===== src/rtl/errsum_pkg.sv =====
package errsum_pkg;
  localparam int EV_W   = 5;
  localparam int FLAG_W = 4;
  localparam int LVL_W  = 3;

  // raw event bit positions inside one slice field
  localparam int EB_CRD  = 0;
  localparam int EB_CWR  = 1;
  localparam int EB_UNC  = 2;
  localparam int EB_DVTC = 3;
  localparam int EB_TC   = 4;

  // significance levels
  localparam logic [LVL_W-1:0] LV_NONE = 3'd0;
  localparam logic [LVL_W-1:0] LV_TC   = 3'd1;
  localparam logic [LVL_W-1:0] LV_CRD  = 3'd2;
  localparam logic [LVL_W-1:0] LV_CWR  = 3'd3;
  localparam logic [LVL_W-1:0] LV_UNC  = 3'd4;

  // rank of one slice given the command direction and whether any slice saw ECC
  function automatic logic [LVL_W-1:0] slice_level(input logic [EV_W-1:0] ev,
                                                   input logic wr,
                                                   input logic ecc_any);
    logic [LVL_W-1:0] l;
    l = LV_NONE;
    if (ev[EB_TC] && !ecc_any)                   l = LV_TC;
    if (ev[EB_CRD] || (ev[EB_DVTC] && !wr))      l = LV_CRD;
    if (ev[EB_CWR] || (ev[EB_DVTC] &&  wr))      l = LV_CWR;
    if (ev[EB_UNC])                              l = LV_UNC;
    return l;
  endfunction

  // summary flag raised by a level
  function automatic logic [FLAG_W-1:0] level_flag(input logic [LVL_W-1:0] l);
    logic [FLAG_W-1:0] f;
    f = '0;
    case (l)
      LV_TC:   f[3] = 1'b1;
      LV_CRD:  f[0] = 1'b1;
      LV_CWR:  f[1] = 1'b1;
      LV_UNC:  f[2] = 1'b1;
      default: f = '0;
    endcase
    return f;
  endfunction
endpackage


===== src/rtl/errsum_classify.sv =====
module errsum_classify
  import errsum_pkg::*;
#(
  parameter int NS = 2
) (
  input  logic [NS*EV_W-1:0]  ev_bits,
  input  logic                ev_write,
  output logic [NS*LVL_W-1:0] slice_lvls,
  output logic                ecc_any
);
  logic [NS-1:0] ecc_per;

  for (genvar s = 0; s < NS; s++) begin : g_slice
    logic [EV_W-1:0] f;
    assign f          = ev_bits[s*EV_W +: EV_W];
    assign ecc_per[s] = f[EB_CRD] | f[EB_CWR] | f[EB_UNC];
    assign slice_lvls[s*LVL_W +: LVL_W] = slice_level(f, ev_write, ecc_any);
  end

  assign ecc_any = |ecc_per;
endmodule


===== src/rtl/errsum_rank.sv =====
module errsum_rank
  import errsum_pkg::*;
#(
  parameter int NS = 2
) (
  input  logic [NS*LVL_W-1:0] slice_lvls,
  output logic [LVL_W-1:0]    txn_lvl,
  output logic [NS-1:0]       txn_hit
);
  always_comb begin
    txn_lvl = LV_NONE;
    for (int s = 0; s < NS; s++) begin
      if (slice_lvls[s*LVL_W +: LVL_W] > txn_lvl) txn_lvl = slice_lvls[s*LVL_W +: LVL_W];
    end
  end

  for (genvar s = 0; s < NS; s++) begin : g_hit
    assign txn_hit[s] = (txn_lvl != LV_NONE) && (slice_lvls[s*LVL_W +: LVL_W] == txn_lvl);
  end
endmodule


===== src/rtl/errsum_logger.sv =====
module errsum_logger
  import errsum_pkg::*;
#(
  parameter int NS = 2
) (
  input  logic                 clk,
  input  logic                 rst_n,
  input  logic                 ev_valid,
  input  logic                 ev_write,
  input  logic [NS*5-1:0]      ev_bits,
  input  logic                 clr_valid,
  input  logic [3:0]           clr_mask,
  output logic [3:0]           sum_flags,
  output logic [NS-1:0]        slice_ind,
  output logic [2:0]           top_level
);
  logic [NS*LVL_W-1:0] slice_lvls;
  logic                ecc_any;
  logic [LVL_W-1:0]    txn_lvl;
  logic [NS-1:0]       txn_hit;

  // named internal events
  logic [FLAG_W-1:0] flags_kept;
  logic              all_clear;
  logic [LVL_W-1:0]  base_lvl;
  logic [NS-1:0]     base_ind;
  logic              txn_err;
  logic              raise;
  logic              tie;

  logic [FLAG_W-1:0] flags_n;
  logic [NS-1:0]     ind_n;
  logic [LVL_W-1:0]  lvl_n;

  errsum_classify #(.NS(NS)) u_cls (
    .ev_bits    (ev_bits),
    .ev_write   (ev_write),
    .slice_lvls (slice_lvls),
    .ecc_any    (ecc_any)
  );

  errsum_rank #(.NS(NS)) u_rank (
    .slice_lvls (slice_lvls),
    .txn_lvl    (txn_lvl),
    .txn_hit    (txn_hit)
  );

  assign flags_kept = sum_flags & ~(clr_valid ? clr_mask : '0);
  assign all_clear  = (flags_kept == '0);
  assign base_lvl   = all_clear ? LV_NONE : top_level;
  assign base_ind   = all_clear ? '0 : slice_ind;
  assign txn_err    = ev_valid && (txn_lvl != LV_NONE);
  assign raise      = txn_err && (txn_lvl >  base_lvl);
  assign tie        = txn_err && (txn_lvl == base_lvl);

  always_comb begin
    flags_n = flags_kept | (txn_err ? level_flag(txn_lvl) : '0);
    lvl_n   = raise ? txn_lvl : base_lvl;
    if (raise)    ind_n = txn_hit;
    else if (tie) ind_n = base_ind | txn_hit;
    else          ind_n = base_ind;
  end

  always_ff @(posedge clk or negedge rst_n) begin
    if (!rst_n) begin
      sum_flags <= '0;
      slice_ind <= '0;
      top_level <= LV_NONE;
    end else begin
      sum_flags <= flags_n;
      slice_ind <= ind_n;
      top_level <= lvl_n;
    end
  end
endmodule


===== config.mk =====
export PLATFORM = sky130hd
export DESIGN_NAME = errsum_logger
export DESIGN_NICKNAME = d
export VERILOG_FILES = /design/src/rtl/errsum_pkg.sv /design/src/rtl/errsum_classify.sv /design/src/rtl/errsum_rank.sv /design/src/rtl/errsum_logger.sv
export SDC_FILE = /design/constraint.sdc
export NUM_CORES = 1
export LEC_CHECK = 0
export CORE_ASPECT_RATIO = 0.9
export CORE_UTILIZATION = 45
export DETAILED_ROUTE_END_ITERATION = 8
export GPL_TIMING_DRIVEN = 0
export PLACE_DENSITY = 0.86
export SLEW_MARGIN = 20
export SYNTH_ARGS = -nofsm -noshare
export SYNTH_HDL_FRONTEND = slang
export SYNTH_HIERARCHICAL = 1
export SYNTH_SLANG_ARGS = --single-unit

===== constraint.sdc =====
create_clock -name clk -period 2.65 [get_ports clk]
set_clock_uncertainty 0.2 [all_clocks]
set_input_delay 0.3975 -clock clk [delete_from_list [all_inputs] [get_ports clk]]
set_output_delay 0.3975 -clock clk [all_outputs]
set_load 0.005 [all_outputs]

==> results.cfg <==
[run_status]
status = complete, but fails checks
violations = negative setup slack

[floorplanning]
core_sq_um = 1734
initial_core_util_pct = 49.93
die_w_microns = 48.24
placementRows = 14
io_pins = 28
die_area_sq_um = 2104
die_h_microns = 43.61

[logic_synthesis]
syn_nets = 124
syn_area_per_cell_sq_um = 8.658
async_flop_share_pct = 100.0
synthDistinctLibCells = 36
synthFlopType = dfrtp_1
syn_area_sq_um = 865.8
synth_seq_area_share_pct = 26.01
synth_edf_count = 0
netlist_instances = 100
synth-seq-cells = 9
yosysWarnings = 6

[clock_tree]
clockBufferDepth = 2
clkSinkCount = 9
tritoncts = done
clk_pin_slew_worst_paths_ns = 0.07
cts_root_buffer = clkbuf_4
htree_num_levels = 1
cts_made_buffers = 3
clk_latency_ns = 0.27

[grt]
gr-total-overflow = 0
first_global_vias = 1056
antenna_found_initial = 0
grt_max_degree = 10
grt_use_total_pct = 32.95
grt_pass1_wl_mm = 4.761

[detailed_routing]
vias_per_cell = 6.029
drt_iter0_markers = 41
avgRoutedWirePerCell_microns = 17.33
vias = 1031
antenna_left = 0
drt_first_pass_iters = 4
top_layer = met4
dr_wl_met2_mm = 1.439
drc = 0
met1_length_mm = 1.198
met3WireLength_microns = 198
wirelength_mm = 2.964

[sta]
hold_violations = 0
rsz0062_at_grt = true
slew_headroom_pct = 70.22
worst_slack_ns = -0.4072
whs_ns = 0.2353
drv_slew = 0
period_needed_ns = 3.057
fin_crit_sh_pct = 115.4
setup-violations-final = 5
fmax_mhz = 327.1
tightest_slew_ns = 0.4454

[final_layout]
final_cell_mix = clkdlybuf4s50_1, buf_4, dfrtp_1
final_nets = 172
layout-drive-gt1-share_pct = 46.26
n_antenna_cell = 0
syn_to_final_growth_pct = 69.65

[setup_path]
critPathCapture = top_level[2]$_DFF_PN0_
start_kind = input pin
path_class = input pin to flop
crit_fanout = 5
worstPathRequired_ns = 2.61
reg2reg_from = sum_flags[1]$_DFF_PN0_
ff2ff_path_depth = 9
endpoint_kind = flop
arrival_ns = 3.02
worstReg2RegEnd = top_level[2]$_DFF_PN0_
regToRegSetupSlack_ns = 0.20
critPathLaunch = ev_bits[6]

[placement]
place_hpwl_mm = 1.664
place_ws_ns = -1.286
place.gp.congestion = 0.8261
io_buffers = 27

[power_and_ir_drop]
ir_worst_vdd_mv = 0.4149
power-per-cell-area_nw_per_um2 = 548.9
power_leakage_nw = 0.5976

[run]
maxCapViolations = 0

[min_path]
min_path_type = input pin to asynchronous set/reset pin
==> worst min-delay path by stage <==
stage | endpoint | slack, ns | depth (start not counted)
detailed placement | slice_ind[0]$_DFF_PN0_ | 0.32 | 1
floorplan | slice_ind[0]$_DFF_PN0_ | -0.1 | 0
global placement | sum_flags[3]$_DFF_PN0_ | 0.31 | 2
global route | top_level[2]$_DFF_PN0_ | 0.25 | 1
finish | top_level[2]$_DFF_PN0_ | 0.24 | 1
CTS | top_level[1]$_DFF_PN0_ | 0.24 | 1
==> routing by layer <==
| metal | GRT usage (%) | up-vias |
|---|---|---|
| li1 | - | 460 |
| met1 | 37.50 | 492 |
| met2 | 55.20 | 59 |
| met5 | 0 | - |
| met4 | 17.22 | 0 |
| met3 | 7.500 | 20 |
==> registers in the layout (all words and copies together) (netlist names) <==
| register | count |
|---|---|
| slice_ind | 2 |
| top_level | 3 |
| sum_flags | 4 |
==> power breakdown <==
group / total (mW) / leakage, nW / internal, mW / switching, mW
Combinational: 0.491 / 0.464 / 0.271 / 0.220
Clock: 0.111 / 0.0150 / 0.0583 / 0.0532
Sequential: 0.204 / 0.119 / 0.176 / 0.0277
==> per-stage QoR <==
step	TNS [ns]	std cells	util (%)	instance area, sq um	power, mW
after floorplan	-1.762	100	-	928.4	0.4385
final	-1.821	171	84.70	1469	0.8064
after global routing	-2.233	171	84.70	1469	0.8621
after detailed placement	-8.537	151	70.85	1229	0.5936
after CTS	-1.214	170	82.68	1434	0.7729
after global placement	-7.846	151	70.85	1229	0.5810
==> worst max-delay path: stages <==
cell,delay (ns)
buf_8,0.11
nor4_4,0.37
nand3_2,0.14
a21oi_4,0.17
nand2b_1,0.07
a221o_2,0.42
mux2_4,0.26
inv_2,0.04
ha_2,0.16
nand3b_1,0.20
a21oi_2,0.25
nand2_2,0.12
mux2_4,0.31
==> synthesized netlist by cell type, types with 2 or more instances <==
cell type | instances | area (sq um)
nand3_1 | 4 | 20.02
mux2_2 | 3 | 33.78
xnor2_1 | 2 | 17.52
nand2_2 | 3 | 18.77
a21boi_1 | 3 | 22.52
inv_1 | 8 | 30.03
nor2_1 | 10 | 37.54
dfrtp_1 | 9 | 225.2
o22ai_1 | 2 | 12.51
buf_4 | 2 | 15.01
a32o_1 | 4 | 40.04
o21ai_0 | 4 | 20.02
nand2_1 | 8 | 30.03
nand3b_1 | 3 | 22.52
ha_1 | 5 | 62.56
nor3_1 | 3 | 15.01
nand2b_1 | 4 | 25.02
a21oi_1 | 5 | 25.02
==> what timing repair did <==
| item | in CTS | in global routing |
|---|---|---|
| pin swaps | 19 | 6 |
| endpoints found under the setup margin | 9 | 5 |
| buffers inserted | 15 | 1 |
| resized for setup | 55 | 5 |
| hold buffers | 0 | 0 |
==> cell families (layout without fill, tap and decap cells) <==
kind of cell             count (synthesis)  after routing  synth area share (%)
XOR/XNOR                                 2              2                 2.023
AND/OR/NAND/NOR                         39             39                 24.42
AO/OA/AOI/OAI                           30             30                 28.32
adder cells (fa/ha/maj)                  5              5                 7.225
multiplexers                             5              5                 6.791
buffers and inverters                   10             57                 5.202
flip-flops                               9              9                 26.01
==> layout make-up <==
class / instances / area [sq um]
plain buffers: 2 / 15.01
multi-input cells: 81 / 773.2
flip-flops and latches: 9 / 225.2
repair buffers: 43 / 369.1
well taps: 24 / 30.03
fillers: 86 / 265.3
clock buffers: 4 / 26.28
inverters: 8 / 30.03
Power figures use the tool's default switching activity.
